File: src/rtl/rxr_pkg.sv
package rxr_pkg;
   localparam int LEN_W         = 11;
   localparam int CTL_IRQ_BIT   = 31;
   localparam int ST_FERR_BIT   = 23;
   localparam int ST_TRUNC_BIT  = 27;
   localparam logic [31:0] ST_ERR_MASK = 32'h1B80_0000;

   function automatic logic [31:0] build_status(input logic [LEN_W-1:0] len_m1,
                                                input logic ferr,
                                                input logic trunc);
      logic [31:0] w;
      w = '0;
      w[LEN_W-1:0]  = len_m1;
      w[ST_FERR_BIT]  = ferr;
      w[ST_TRUNC_BIT] = trunc;
      return w;
   endfunction
endpackage

File: src/rtl/rxr_ctl_store.sv
module rxr_ctl_store
   import rxr_pkg::*;
#(
   parameter int SLOTS  = 8,
   parameter int IDX_W  = 3,
   parameter bit IRQ_EN = 1'b1
) (
   input  logic             clk,
   input  logic             rst_n,
   input  logic             wr_en,
   input  logic [IDX_W-1:0] wr_slot,
   input  logic [31:0]      wr_data,
   input  logic [IDX_W-1:0] rd_slot,
   output logic [LEN_W-1:0] rd_size_m1,
   output logic             rd_irq
);
   logic [LEN_W-1:0] size_q [SLOTS];
   logic [SLOTS-1:0] irq_q;

   always_ff @(posedge clk) begin
      for (int s = 0; s < SLOTS; s++) begin
         if (!rst_n)
            size_q[s] <= '0;
         else if (wr_en && wr_slot == IDX_W'(s))
            size_q[s] <= wr_data[LEN_W-1:0];
      end
   end

   if (IRQ_EN) begin : g_irq
      always_ff @(posedge clk) begin
         for (int s = 0; s < SLOTS; s++) begin
            if (!rst_n)
               irq_q[s] <= 1'b0;
            else if (wr_en && wr_slot == IDX_W'(s))
               irq_q[s] <= wr_data[CTL_IRQ_BIT];
         end
      end
   end else begin : g_noirq
      assign irq_q = '0;
   end

   always_comb begin
      rd_size_m1 = '0;
      rd_irq     = 1'b0;
      for (int s = 0; s < SLOTS; s++) begin
         if (rd_slot == IDX_W'(s)) begin
            rd_size_m1 = size_q[s];
            rd_irq     = irq_q[s];
         end
      end
   end
endmodule

File: src/rtl/rxr_index.sv
module rxr_index #(
   parameter int IDX_W = 3
) (
   input  logic             clk,
   input  logic             rst_n,
   input  logic [IDX_W-1:0] ring_last,
   input  logic             adv,
   input  logic             drop,
   input  logic             cons_wr_en,
   input  logic [IDX_W-1:0] cons_wr_idx,
   output logic [IDX_W-1:0] prod,
   output logic [IDX_W-1:0] cons,
   output logic             full,
   output logic             empty,
   output logic             overrun
);
   logic [IDX_W-1:0] prod_nxt;
   logic             cons_ok;

   always_comb begin
      prod_nxt = (prod >= ring_last) ? '0 : prod + 1'b1;
      full     = (prod_nxt == cons);
      empty    = (prod == cons);
      cons_ok  = cons_wr_en && (cons_wr_idx <= ring_last);
   end

   always_ff @(posedge clk) begin
      if (!rst_n) begin
         prod    <= '0;
         cons    <= '0;
         overrun <= 1'b0;
      end else begin
         if (adv)
            prod <= prod_nxt;
         if (cons_ok)
            cons <= cons_wr_idx;
         if (drop)
            overrun <= 1'b1;
         else if (cons_ok)
            overrun <= 1'b0;
      end
   end
endmodule

File: src/rtl/rxr_frame.sv
module rxr_frame
   import rxr_pkg::*;
#(
   parameter int IDX_W  = 3,
   parameter int DATA_W = 8
) (
   input  logic              clk,
   input  logic              rst_n,
   input  logic              rx_valid,
   input  logic [DATA_W-1:0] rx_data,
   input  logic              rx_last,
   input  logic              rx_err,
   input  logic              full,
   input  logic [IDX_W-1:0]  prod,
   input  logic [LEN_W-1:0]  size_m1,
   input  logic              irq_req,
   output logic              adv,
   output logic              drop,
   output logic              buf_we,
   output logic [IDX_W-1:0]  buf_slot,
   output logic [LEN_W-1:0]  buf_off,
   output logic [DATA_W-1:0] buf_data,
   output logic              stat_we,
   output logic [IDX_W-1:0]  stat_slot,
   output logic [31:0]       stat_word,
   output logic              done_irq
);
   localparam int CNT_W = LEN_W + 1;

   logic             in_frame, dropping, ferr_q, trunc_q;
   logic [CNT_W-1:0] cnt_q, offset;
   logic             first, take, fits, ferr_acc, trunc_acc;
   logic [LEN_W-1:0] len_m1;

   always_comb begin
      first     = rx_valid && !in_frame;
      take      = rx_valid && (in_frame ? !dropping : !full);
      drop      = first && full;
      adv       = take && rx_last;
      offset    = in_frame ? cnt_q : '0;
      fits      = offset <= {1'b0, size_m1};
      ferr_acc  = (in_frame && ferr_q) || rx_err;
      trunc_acc = (in_frame && trunc_q) || !fits;
      len_m1    = fits ? offset[LEN_W-1:0] : size_m1;
   end

   always_ff @(posedge clk) begin
      if (!rst_n) begin
         in_frame  <= 1'b0;
         dropping  <= 1'b0;
         ferr_q    <= 1'b0;
         trunc_q   <= 1'b0;
         cnt_q     <= '0;
         buf_we    <= 1'b0;
         buf_slot  <= '0;
         buf_off   <= '0;
         buf_data  <= '0;
         stat_we   <= 1'b0;
         stat_slot <= '0;
         stat_word <= '0;
         done_irq  <= 1'b0;
      end else begin
         buf_we   <= take && fits;
         stat_we  <= adv;
         done_irq <= adv && irq_req;
         if (rx_valid) begin
            in_frame <= !rx_last;
            if (rx_last)
               dropping <= 1'b0;
            else if (first)
               dropping <= full;
         end
         if (take) begin
            ferr_q  <= ferr_acc;
            trunc_q <= trunc_acc;
            if (fits) begin
               cnt_q    <= offset + 1'b1;
               buf_slot <= prod;
               buf_off  <= offset[LEN_W-1:0];
               buf_data <= rx_data;
            end else begin
               cnt_q <= offset;
            end
         end
         if (adv) begin
            stat_slot <= prod;
            stat_word <= build_status(len_m1, ferr_acc, trunc_acc);
         end
      end
   end
endmodule

File: src/rtl/rxr_ring_engine.sv
module rxr_ring_engine
   import rxr_pkg::*;
#(
   parameter int SLOTS_MAX = 8,
   parameter int DATA_W    = 8,
   parameter bit IRQ_EN    = 1'b1,
   localparam int IDX_W    = $clog2(SLOTS_MAX)
) (
   input  logic              clk,
   input  logic              rst_n,
   input  logic [IDX_W-1:0]  ring_last,
   input  logic              ctl_wr_en,
   input  logic [IDX_W-1:0]  ctl_wr_slot,
   input  logic [31:0]       ctl_wr_data,
   input  logic              cons_wr_en,
   input  logic [IDX_W-1:0]  cons_wr_idx,
   input  logic              rx_valid,
   input  logic [DATA_W-1:0] rx_data,
   input  logic              rx_last,
   input  logic              rx_err,
   output logic              buf_we,
   output logic [IDX_W-1:0]  buf_slot,
   output logic [LEN_W-1:0]  buf_off,
   output logic [DATA_W-1:0] buf_data,
   output logic              stat_we,
   output logic [IDX_W-1:0]  stat_slot,
   output logic [31:0]       stat_word,
   output logic              done_irq,
   output logic [IDX_W-1:0]  prod_idx,
   output logic [IDX_W-1:0]  cons_idx,
   output logic              ring_empty,
   output logic              ring_full,
   output logic              overrun
);
   initial begin
      assert (SLOTS_MAX >= 2 && SLOTS_MAX == (1 << IDX_W))
         else $error("SLOTS_MAX must be a power of two of at least 2");
      assert (DATA_W >= 1) else $error("DATA_W must be positive");
   end

   logic [LEN_W-1:0] size_m1;
   logic             irq_req, adv, drop;

   rxr_ctl_store #(.SLOTS(SLOTS_MAX), .IDX_W(IDX_W), .IRQ_EN(IRQ_EN)) u_ctl (
      .clk(clk), .rst_n(rst_n),
      .wr_en(ctl_wr_en), .wr_slot(ctl_wr_slot), .wr_data(ctl_wr_data),
      .rd_slot(prod_idx), .rd_size_m1(size_m1), .rd_irq(irq_req)
   );

   rxr_index #(.IDX_W(IDX_W)) u_idx (
      .clk(clk), .rst_n(rst_n), .ring_last(ring_last),
      .adv(adv), .drop(drop),
      .cons_wr_en(cons_wr_en), .cons_wr_idx(cons_wr_idx),
      .prod(prod_idx), .cons(cons_idx),
      .full(ring_full), .empty(ring_empty), .overrun(overrun)
   );

   rxr_frame #(.IDX_W(IDX_W), .DATA_W(DATA_W)) u_frm (
      .clk(clk), .rst_n(rst_n),
      .rx_valid(rx_valid), .rx_data(rx_data), .rx_last(rx_last), .rx_err(rx_err),
      .full(ring_full), .prod(prod_idx), .size_m1(size_m1), .irq_req(irq_req),
      .adv(adv), .drop(drop),
      .buf_we(buf_we), .buf_slot(buf_slot), .buf_off(buf_off), .buf_data(buf_data),
      .stat_we(stat_we), .stat_slot(stat_slot), .stat_word(stat_word),
      .done_irq(done_irq)
   );
endmodule

File: config.mk
export PLATFORM = sky130hd
export DESIGN_NAME = rxr_ring_engine
export DESIGN_NICKNAME = d
export VERILOG_FILES = /design/src/rtl/rxr_pkg.sv /design/src/rtl/rxr_ctl_store.sv /design/src/rtl/rxr_index.sv /design/src/rtl/rxr_frame.sv /design/src/rtl/rxr_ring_engine.sv
export SDC_FILE = /design/constraint.sdc
export NUM_CORES = 1
export LEC_CHECK = 0
export ABC_AREA = 1
export BUFFER_PORTS_ARGS = -buffer_cell sky130_fd_sc_hd__buf_2
export CAP_MARGIN = 20
export CORE_UTILIZATION = 64
export CTS_BUF_LIST = sky130_fd_sc_hd__clkbuf_4 sky130_fd_sc_hd__clkbuf_8
export CTS_CLUSTER_DIAMETER = 60
export DETAILED_ROUTE_END_ITERATION = 8
export GPL_TIMING_DRIVEN = 0
export PLACE_DENSITY_LB_ADDON = 0.3
export SYNTH_ARGS = -nofsm -noshare
export SYNTH_HDL_FRONTEND = slang
export SYNTH_SLANG_ARGS = --single-unit
export TNS_END_PERCENT = 5
File: constraint.sdc
create_clock -name clk -period 8.6 [get_ports clk]
set_input_delay 0.86 -clock clk [delete_from_list [all_inputs] [get_ports clk]]
set_output_delay 0.86 -clock clk [all_outputs]
set_load 0.03 [all_outputs]
# ---- Word-level counts from Yosys, hierarchy flattened
# Memory sizes are Yosys's and may differ from the RTL's.
# Cells that the tools add are included.
dict set report word_totals {
  reg_bits 72
  mem_bits_rw 88
  in_bits 56
  out_inout_bits 69
  elab_cells 142
  n_memories 1
}
# name depth word_bits read_ports rd_ports_with_merged_regs wr line_no
set mem_list {}
lappend mem_list {u_ctl.size_q 8 11 8 0 8 rxr_ctl_store.sv:17} ;# logic [LEN_W-1:0] size_q [SLOTS];
dict set report op_classes {
  addsub 2
  n_lt_le_gt_ge 3
  eq_ne 16
  muxes 58
  bitwise_logic 8
  n_reduce_logical 30
}
# operator n
set op_table {}
lappend op_table {{$mux 11} 17}
lappend op_table {{$mux 1} 38}
lappend op_table {{$eq 3x3->1 const B} 8}
lappend op_table {{$mux 12} 2}
lappend op_table {{$logic_and 1x1->1} 17}
lappend op_table {{$add 12x1->12 const B} 1}
lappend op_table {{$eq 3x2->1 const B} 4}
lappend op_table {{$le 12x11->1} 1}
lappend op_table {{$or 1x1->1} 8}
lappend op_table {{$eq 3x1->1 const B} 2}
lappend op_table {{$eq 3x3->1} 2}
lappend op_table {{$logic_not 3->1} 2}
lappend op_table {{$logic_not 1->1} 5}
lappend op_table {{$reduce_and 2->1} 2}
lappend op_table {{$reduce_bool 2->1} 2}
lappend op_table {{$add 3x1->3 const B} 1}
lappend op_table {{$ge 3x3->1} 1}
lappend op_table {{$le 3x3->1} 1}
lappend op_table {{$mux 3} 1}
lappend op_table {{$logic_or 1x1->1} 2}

# ---- Depth between registers and ports, before layout
# Gate-level depths: netlist (run 1).
dict set report logic_depth {
  ltp_word 12
  ltp_mapped 28
  mapped_depth_nobuf 27
}

# ---- Hierarchy
# From an unflattened synthesis (run 1), not the netlist that was laid out.
dict set report hier_totals {
  hier_cells 924
  hier_area_um2 7915.1
}
# mod instances cells_per_inst area_each_um2 seq_area_each_um2
set by_module_without_submodules {}
lappend by_module_without_submodules {rxr_ctl_store 1 432 4371.7 2802.7}
lappend by_module_without_submodules {rxr_frame 1 415 3025.4 1141.1}
lappend by_module_without_submodules {rxr_index 1 77 518.0 140.1}

# ---- Least setup slack after synthesis (run 1)
# OpenSTA, ideal clock, no wires.
dict set report synth_path {
  path_kind {register to register}
  from {reg u_idx.prod[2]}
  to {reg u_frm.trunc_q}
  setup_ns 0.116
  arrival_time_ns 3.338
  required_ns 8.484
  setup_slack_ns 5.146
  stages_incl_launch_ff 25
  path_buffers 4
  synth_period_minus_slack_ns 3.454
  path_cell_list {dfxtp_1 > buf_4 > inv_2 > buf_2 > ha_1 > inv_1 > clkbuf_1 > nor2_1 > nor2_1 > nand2_1 > nand2_1 > nand2_1 > nand2_1 > nand2_1 > nand2_1 > inv_1 > ha_1 > nand4_1 > nor3_1 > nand2_1 > nand2_4 > buf_2 > nand2_1 > o21ai_0 > nor2_1}
}
dict set report synth_between {
  elab_chain_cells 12
  elab_cells_between_ends 26
  cone_classes {add/sub: 1; order compare: 2; eq/ne: 8; mux: 10; reduce/logical: 5}
}
# element line_no
set synth_lines {}
lappend synth_lines {{start, declared} rxr_index.sv:11} ;# output logic [IDX_W-1:0] prod,
lappend synth_lines {{start signal, assigned} rxr_index.sv:34} ;# prod <= prod_nxt;
lappend synth_lines {{$logic_not 3->1} rxr_ctl_store.sv:46} ;# if (rd_slot == IDX_W'(s)) begin
lappend synth_lines {{$mux 11 (8 in a row)} rxr_ctl_store.sv:46}
lappend synth_lines {{$le 12x11->1} rxr_frame.sv:41} ;# fits = offset <= {1'b0, size_m1};
lappend synth_lines {{$logic_not 1->1} rxr_frame.sv:43} ;# trunc_acc = (in_frame && trunc_q) || !fits;
lappend synth_lines {{$logic_or 1x1->1} rxr_frame.sv:43}
lappend synth_lines {{end signal, assigned} rxr_frame.sv:75} ;# trunc_q <= trunc_acc;
lappend synth_lines {{end, declared} rxr_frame.sv:30} ;# logic in_frame, dropping, ferr_q, trunc_q;
# Parallel ways exist; a longest one is shown, timed or not.
# A chain may end at the register's enable or synchronous reset.

# ---- Worst setup path after layout (run 1)
dict set report layout_path {
  from {reg u_idx.prod[2]}
  to {reg u_frm.stat_word[1]}
}
dict set report layout_between {
  elab_chain_cells 11
  elab_cells_between_ends 26
  cone_classes {add/sub: 1; order compare: 2; eq/ne: 8; mux: 11; reduce/logical: 4}
}
# element line_no
set layout_lines {}
lappend layout_lines {{$logic_not 3->1} rxr_ctl_store.sv:46}
lappend layout_lines {{$mux 11 (8 in a row)} rxr_ctl_store.sv:46}
lappend layout_lines {{$le 12x11->1} rxr_frame.sv:41}
lappend layout_lines {{$mux 11} rxr_frame.sv:44} ;# len_m1 = fits ? offset[LEN_W-1:0] : size_m1;
lappend layout_lines {{end signal, assigned} rxr_frame.sv:87} ;# stat_word <= build_status(len_m1, ferr_acc, trunc_acc);
lappend layout_lines {{end, declared} rxr_frame.sv:25} ;# output logic [31:0] stat_word,
# Parallel ways exist; a longest one is shown, timed or not.

==> results of run 1 <==
-- metrics by stage --
stage | power, mW | worst slack (ns) | utilization (%)
after floorplan | 1.179 | 5.146 | -
after global placement | 1.282 | 4.540 | 71.03
after detailed placement | 1.295 | 4.467 | 71.37
after CTS | 1.825 | 4.451 | 74.44
after global routing | 1.912 | 4.025 | 74.44
final | 1.830 | 4.351 | 74.44
-- layout make-up --
| cell class | instances | area (um^2) |
|---|---|---|
| Buffer | 62 | 372.9 |
| Clock buffer | 19 | 261.5 |
| Clock inverter | 13 | 126.4 |
| Fill cell | 998 | 3226 |
| Inverter | 122 | 460.4 |
| Multi-Input combinational cell | 743 | 3411 |
| Sequential cell | 160 | 4084 |
| Tap cell | 172 | 215.2 |
| Timing Repair Buffer | 90 | 462.9 |
-- routing by layer --
layer  vias to the layer above  track usage [%]  share of wire, %
li1                       3595                -                 -
met1                      3268            41.83                43
met2                       367            48.10                45
met3                        43            6.642               9.3
met4                         0            12.56               3.0
met5                         -                0                 0
-- tightest hold or removal path: stages (launching register included) --
cell	delay, ns
dfxtp_1	0.32
nand2_1	0.06
a21oi_1	0.05
-- path summary, 6_finish.rpt --
| kind | slack [ns] | start | to |
|---|---|---|---|
| max | 4.35 | u_idx.prod[2] | u_frm.stat_word[1] |
| min | 0.47 | u_frm.buf_data[6] | u_frm.buf_data[6] |
| max reg2reg | 4.35 | u_idx.prod[2] | u_frm.stat_word[1] |
| min reg2reg | 0.47 | u_frm.buf_data[6] | u_frm.buf_data[6] |
-- cells by family after synthesis --
kind of cell | after synthesis | share of synthesized area [%]
adder cells (fa/ha/maj) | 24 | 3.635
other | 1 | 0.04540
buffers and inverters | 184 | 10.09
AND/OR/NAND/NOR | 581 | 28.79
AO/OA/AOI/OAI | 108 | 6.831
XOR/XNOR | 11 | 1.166
flip-flops | 160 | 49.44
-- placed cells by master, fill, tap and decap left out, types with 2 or more instances in the layout --
cell / n
nand2_1: 331
nand3_2: 2
nand3_1: 43
nor2_1: 170
or2_2: 5
o21ai_0: 28
clkbuf_8: 19
inv_4: 3
conb_1: 19
clkinvlp_4: 2
clkbuf_1: 19
buf_2: 98
edfxtp_1: 88
inv_1: 109
or2_0: 3
o21ai_1: 9
nor3_1: 4
ha_1: 24
nand2_2: 4
inv_2: 10
a21o_1: 3
buf_4: 32
buf_6: 3
nand4_1: 12
clkinv_4: 3
clkinv_1: 2
xor2_1: 11
dfxtp_1: 72
a21oi_1: 59
inv_6: 3
o22ai_1: 6
nand3_4: 2
-- cells in the mapped netlist --
cell type,instances,share of area [%]
o22ai_1,6,0.45
a21boi_0,1,0.091
nand3b_1,1,0.091
a21o_1,3,0.27
clkbuf_1,19,0.86
nand4_1,12,0.91
nor2_2,1,0.076
nor2_4,1,0.14
inv_4,1,0.076
dfxtp_1,72,17
conb_1,1,0.045
nand3_1,43,2.6
nand3_2,2,0.24
or2_2,5,0.38
inv_2,10,0.45
buf_4,27,2.5
clkinv_1,2,0.091
o21ai_1,4,0.24
nand4_4,1,0.26
nor3_1,4,0.24
o21ai_0,33,2.0
a21oi_1,59,3.6
o211ai_1,1,0.091
buf_2,13,0.79
ha_1,24,3.6
xor2_1,11,1.2
nand2_2,4,0.30
inv_1,109,5.0
edfxtp_1,88,32
nand3_4,2,0.42
buf_6,3,0.41
a21oi_2,1,0.11
or2_0,3,0.23
nand2_1,331,15
nor2_1,170,7.7
nand2_4,1,0.14
-- power by group --
part / total (mW) / leakage, nW / switching [mW] / internal, mW
logic: 0.411 / 2.86 / 0.286 / 0.125
clock network: 0.546 / 0.196 / 0.297 / 0.250
registers: 0.873 / 1.44 / 0.0205 / 0.852
total: 1.83 / 4.50 / 0.604 / 1.23
-- flip-flops by register name, summed over array words and instances, names as in the netlist --
| name | cells |
|---|---|
| u_ctl.irq_q | 8 |
| u_ctl.size_q | 88 |
| u_frm.buf_data | 8 |
| u_frm.buf_off | 11 |
| u_frm.buf_slot | 3 |
| u_frm.buf_we | 1 |
| u_frm.cnt_q | 12 |
| u_frm.done_irq | 1 |
| u_frm.dropping | 1 |
| u_frm.ferr_q | 1 |
| u_frm.in_frame | 1 |
| u_frm.stat_slot | 3 |
| u_frm.stat_we | 1 |
| u_frm.stat_word | 13 |
| u_frm.trunc_q | 1 |
| u_idx.cons | 3 |
| u_idx.overrun | 1 |
| u_idx.prod | 3 |
==> metrics, run 1 <==
status=completed; CTS root buf=clkbuf_8; CP startpoint kind=flop; crit-path leading delay family=simple AND/OR/NAND/NOR gates; Initial Util=65.46%; Cell Area, Synth=8260 um^2; Clock Sinks=160; Critical-path top delay cell=dfxtp_1; post-DP HPWL=14,530 um; Crit path required time=8.99 ns; ant diodes=0; RSZ-0062 raised after global routing=no; R2R cell count=25; Final setup viols=0; Critical Path Most Common Cell=nand2_1; Slew Viols, Final=0; Syn Area/Cell=7.727 um^2; leakage power=4.495 nW; Post-DP Area=9006 um^2; layout cells sized above 1=16.05%; relative slew slack=55.36%; CTS Buf Count=17; first-pass GRT wire length=31,020 um; Die Ht=115.6 um; hold crit path type=flop to flop; Levels on crit path=25; # Post-CTS Setup Buffers=0; Setup Skew=0.01613 ns; Final Hold Violating Endpoints=0; Syn-to-layout area delta=13.72%; drt first pass iters=5; power per standard cell area=194.8 nW/um^2; Fin Setup TNS=0 ns; clock slew at reported path FFs=0.09 ns; Critical Path End Type=flop; Tmin final=4.249 ns; pin count of the biggest net entering global routing=17; cells after synthesis=1,069; GRT Residual Overflow=0; antenna viol nets, final=0; crit path DAT=4.64 ns; final instance area=9394 um^2; CTS-repair resized insts=0; Fin Hold WS=0.4654 ns; TritonCTS clock tree=yes; WL/cell=14.25 um; DRT iter0 DRCs=634; Hold Path Depth=2; Final nets=1,276; Setup CP Type=flop to flop; Worst VDD drop=0.00009521 V; worst path buffer plus inverter count=7; clk buf depth=2; DR DRC count=0; initial antenna violation count=0; flop and latch count out of synthesis=160; fmax=0.2353 GHz; register area share after synthesis=49.44%; Least-Margin Pin Slew=0.6651 ns; I/O pins=125; Via Count=7,273; hold_buf cts=0; count of input and output buffers=84; # rows=41; vias in the first global route=6,377; die area=13,370 um^2; drt via density=5.266; drt total wl=19,670 um; CORE AREA=12,620 um^2; non-filler instance count after layout=1,381; Yosys warning count=0; chip width=115.6 um; crit-path max FO=10; H-tree depth=4; worst stage delay on the critical path=0.41 ns; Tcrit/Tclk final=49.41%; Cells after DPL=1,349; Max Cap Viol=0; Unique masters post-synth=36; RePlAce Congestion=0.9115; GRT Total Usage=30.73%; clock insertion delay at the later pin of the skew report=0.47 ns
Note: power is estimated with default switching activity, not from simulation.
==> inputs of run 2 (changes only) <==
Settings changed: CORE_UTILIZATION 64 to 54.
Clock period 8.6 ns to 3.6 ns, I/O delays scaled along.
==> metrics, run 2 (synthesis gave the netlist of run 1 again) <==
vias in the first global route=6,762; drt first pass iters=9; Setup Skew=0.01442 ns; crit path DAT=3.71 ns; DR DRC count=14; Initial Util=55.99%; HP Start=rx_valid; R2R Path End=u_frm.cnt_q[1]; clock insertion delay at the later pin of the skew report=0.48 ns; crit-path leading delay family=simple AND/OR/NAND/NOR gates; antenna viol nets, final=0; Largest regs=u_ctl.size_q (88), u_frm.stat_word (13), u_frm.cnt_q (12); Least-Margin Pin Slew=0.6072 ns; ant diodes=0; hold_buf cts=0; fill count=1,234; clock slew at reported path FFs=0.10 ns; Fin Hold WS=0.1079 ns; commonest non-fill, non-tap cell in the layout=nand2_1; DRT iter0 DRCs=641; final instance area=9632 um^2; worst stage delay on the critical path=0.39 ns; H-tree depth=4; met3 Use GR=7.009%; power per standard cell area=474.4 nW/um^2; hold crit path type=input port to flop; Final Hold Violating Endpoints=0; status=finished with violations; layout cells sized above 1=17.79%; CTS root buf=clkbuf_8; Post-DP Area=9024 um^2; Critical Path Most Common Cell=nand2_1; GRT Residual Overflow=0; Hold EP=u_frm.in_frame; Tmin final=3.357 ns; Critical R2R Launch=u_idx.prod[2]; Tcrit/Tclk final=93.26%; CTS Buf Count=17; fmax=0.2978 GHz; commonest cells after routing, fill and taps aside=nand2_1 (330), nor2_1 (169), inv_1 (107); Clock Sinks=160; Die Ht=125.7 um; GR Util met1=36.70%; TritonCTS clock tree=yes; die area=15,800 um^2; Fin Setup TNS=0 ns; leakage power=4.587 nW; relative slew slack=59.42%; Final nets=1,281; Max Cap Viol=0; drt total wl=21,020 um; crit-path max FO=10; Setup CP Type=flop to flop; pin count of the biggest net entering global routing=17; clk buf depth=2; Critical-path top delay cell=dfxtp_4; worst path buffer plus inverter count=8; Critical Path End Type=flop; Hold Path Depth=2; fin worst setup slack=0.2425 ns; WL/cell=15.03 um; grt peak-use layer=met2; DP Worst Slack=-0.5497 ns; Slew Viols, Final=0; post-DP HPWL=15,080 um; initial antenna violation count=0; final total power=4.569 mW; I/O pins=125; failing checks=design-rule violations; reg2reg setup slack=0.24 ns; first-pass GRT wire length=33,650 um; CORE AREA=14,750 um^2; Levels on crit path=27; CP startpoint kind=flop; Final setup viols=0; # rows=44; Worst VDD drop=0.0002129 V; Via Count=7,355; drt via density=5.261; chip width=125.7 um; GRT Total Usage=27.61%; RePlAce Congestion=0.9136; routing usage on met2=44.02%; Crit path required time=3.95 ns; Reg with most FFs=u_ctl.size_q; R2R cell count=27; count of input and output buffers=84; Syn-to-layout area delta=16.60%; number of flip-flops in the largest register=88
==> run 2: cell types whose count changed in the layout (fill, tap and decap cells not counted), sizes merged <==
cell and change:
buf +4, bufinv +2, clkinv -4, inv +3
==> run 2: cell type report <==
class | count | area, um^2 | area share [%]
timing repair buffer | 95 | 503.0 | 5.222
inverter | 122 | 483.0 | 5.014
clock inverter | 14 | 176.4 | 1.832
multi-input combinational | 743 | 3460 | 35.92
sequential | 160 | 4095 | 42.52
buffer | 62 | 436.7 | 4.534
tap | 184 | 230.2 | 2.390
clock buffer | 18 | 247.7 | 2.572
==> run 2: through the flow <==
stage / std cells / util (%)
2_1_floorplan: 1087 / -
3_5_place_dp: 1361 / 61.16
3_3_place_gp: 1355 / 60.85
6_report: 1398 / 65.28
5_1_grt: 1398 / 65.28
4_1_cts: 1393 / 64.25
==> run 2: what timing repair did <==
action | 4_1_cts | 5_1_grt
hold endpoints to repair | 0 | 0
buffers inserted | 0 | 5
resized for setup | 13 | 44
pin swaps | 0 | 4
endpoints found under the setup margin | 48 | 48
==> run 2: routing by layer <==
metal / vias up / wire [um] / part of all wire, %
met1: 3357 / 9188 / 44
met4: 0 / 410 / 2.0
met5: - / 0 / 0
li1: 3607 / - / -
met2: 354 / 9479 / 45
met3: 37 / 1939 / 9.2
==> run 2: power breakdown <==
part	internal, mW	switching, mW	leakage [nW]
sequential	2.04	0.0499	1.44
clock	0.719	0.735	0.220
combinational	0.328	0.701	2.93
total	3.08	1.49	4.59
==> run 2: how the worst max path moves through the flow <==
stage | slack [ns] | to | startpoint
finish | 0.24 | u_frm.cnt_q[1] | u_idx.prod[2]
global route | -0.004 | u_frm.cnt_q[4] | u_idx.prod[2]
CTS | 0.03 | u_frm.stat_word[3] | u_idx.prod[0]
detailed placement | -0.55 | u_frm.stat_word[1] | u_idx.prod[2]
global placement | -0.49 | u_frm.stat_word[1] | u_idx.prod[2]
floorplan | 0.15 | u_frm.trunc_q | u_idx.prod[2]
==> inputs of run 3 (changes only) <==
Settings changed: CORE_UTILIZATION 54 to 45.
==> metrics, run 3 (synthesis gave the netlist of run 1 again) <==
Final Hold Violating Endpoints=0; non-filler instance count after layout=1,445; Initial Util=45.98%; drt first pass iters=5; power per standard cell area=455.1 nW/um^2; Largest regs=u_ctl.size_q (88), u_frm.stat_word (13), u_frm.cnt_q (12); Syn-to-layout area delta=16.87%; HP Start=rx_valid; Die Ht=137.5 um; Worst VDD drop=0.0002616 V; relative slew slack=49.40%; antenna viol nets, final=0; CORE AREA=17,960 um^2; status=completed; Final nets=1,283; TritonCTS clock tree=yes; Critical R2R Launch=u_idx.prod[1]; Reg with most FFs=u_ctl.size_q; worst path buffer plus inverter count=5; Critical Path End Type=flop; cell internal pwr=2.932 mW; I/O pins=125; layout cells sized above 1=17.93%; fmax=0.3017 GHz; pin count of the biggest net entering global routing=17; WL/cell=14.62 um; number of flip-flops in the largest register=88; footprint of the multi-input gates=3465 um^2; first-pass GRT wire length=33,240 um; RSZ-0062 raised after global routing=no; H-tree depth=4; Sw Ratio=33.26%; sw power=1.461 mW; commonest non-fill, non-tap cell in the layout=nand2_1; worst stage delay on the critical path=0.43 ns; Critical-path top delay cell=dfxtp_4; hold crit path type=input port to flop; fill count=1,708; Max Cap Viol=0; crit-path leading delay family=buffers and inverters; Clock Sinks=160; final total power=4.394 mW; DRT iter0 DRCs=639; Cells after DPL=1,406; Tcrit/Tclk final=92.07%; worst setup path start=u_idx.prod[1]; crit path cell chain=ha_1 -> ha_1 -> clkbuf_2 -> clkbuf_2 -> nand2_1 -> nand2_1 -> inv_1 -> ha_1 -> a21o_1 -> a21oi_1 -> nand3_1 -> nand2_4 -> nand3_4 -> inv_4 -> buf_6 -> nand2_1 -> a21oi_1; crit path DAT=3.69 ns; Via Count=7,152; crit-path max FO=10; combinational cell fraction of total power=23.4%; Tmin final=3.315 ns; Setup Skew=0.01514 ns; leakage power=4.559 nW; vias in the first global route=6,553; DR DRC count=0; # rows=49; initial antenna violation count=0; Least-Margin Pin Slew=0.7590 ns; clock slew at reported path FFs=0.09 ns; GRT Total Usage=23.34%; RePlAce Congestion=0.9135; die area=18,900 um^2; chip width=137.5 um; post-DP HPWL=15,680 um; CP startpoint kind=flop; ant diodes=0; drt via density=4.949; clk buf depth=2; register area=4095 um^2; GRT Residual Overflow=0; CTS Buf Count=17; hold_buf cts=0; Setup CP Type=flop to flop; Clk pwr share=29.1%; commonest cells after routing, fill and taps aside=nand2_1 (330), nor2_1 (169), inv_1 (106); sequential power share=47.5%; drt total wl=21,130 um; Final setup viols=0; Slew Viols, Final=0; CTS root buf=clkbuf_8; count of input and output buffers=84; clock insertion delay at the later pin of the skew report=0.46 ns; Crit path required time=3.98 ns
## run 3: cell types whose count changed in the layout (fill, tap and decap cells not counted), moves of 2 or more
cell / change
buf_8: -2
clkinv_4: +3
clkbuf_4: +3
bufinv_16: -2
inv_4: -3
clkinvlp_4: +2
## run 3: path summary, 6_finish.rpt
check                      end  slack (ns)  depth (start not counted)
max           u_frm.buf_off[4]        0.29                         17
min             u_frm.in_frame        0.12                          2
max reg2reg   u_frm.buf_off[4]        0.29                         17
min reg2reg  u_frm.buf_data[6]        0.46                          2
## run 3: stage by stage
step | TNS (ns) | cell area (um^2) | worst slack, ns | hold slack [ns] | util, %
floorplan | 0 | 8328 | 0.1462 | 0.4413 | -
global placement | -19.81 | 9035 | -0.4730 | 0.4482 | 50.30
detailed placement | -19.32 | 9084 | -0.4620 | 0.4519 | 50.57
CTS | 0 | 9482 | 0.02290 | 0.1038 | 52.78
global route | 0 | 9654 | 0.02404 | 0.1038 | 53.74
finish | 0 | 9654 | 0.2853 | 0.1211 | 53.74
## run 3: worst reg2reg max path: cells and delay by family, from the launching register on
family                     cells  cell delay (ns)
adders and majority gates      3             0.82
DFF                            1             0.43
buffers and inverters          5             0.86
AOI/OAI and AO/OA              3             0.41
and+or+nand+nor                6             0.70
## run 3: power groups by stage
stage	sequential (mW)	clock, mW	combinational, mW
after CTS	2.09	1.29	0.986
final	2.09	1.28	1.03
after floorplan	2.18	0	0.633
after global placement	2.13	0	0.957
after detailed placement	2.13	0	0.978
after global routing	2.10	1.36	1.15
## run 3: final cells by class
cell class	instances	share of cell area, %
timing repair buffer	97	5.573
tap	229	2.968
inverter	122	4.951
sequential	160	42.42
multi-input combinational	743	35.89
clock inverter	14	1.374
buffer	62	4.329
clock buffer	18	2.501
## run 3: metal layers
layer / global-route usage [%] / vias to the layer above / wire length, um
li1: - / 3615 / -
met1: 30.51 / 3256 / 9751
met2: 38.53 / 250 / 9768
met3: 4.378 / 31 / 1232
met4: 8.120 / 0 / 373
met5: 0 / - / 0
## run 3: repair_timing
| action | 4_1_cts | 5_1_grt |
|---|---|---|
| setup buffers | 1 | 5 |
| setup endpoints to repair | 48 | 48 |
| cloned | 0 | 1 |
| pin swaps | 1 | 2 |
| resized for setup | 11 | 38 |
| endpoints found under the hold margin | 0 | 0 |
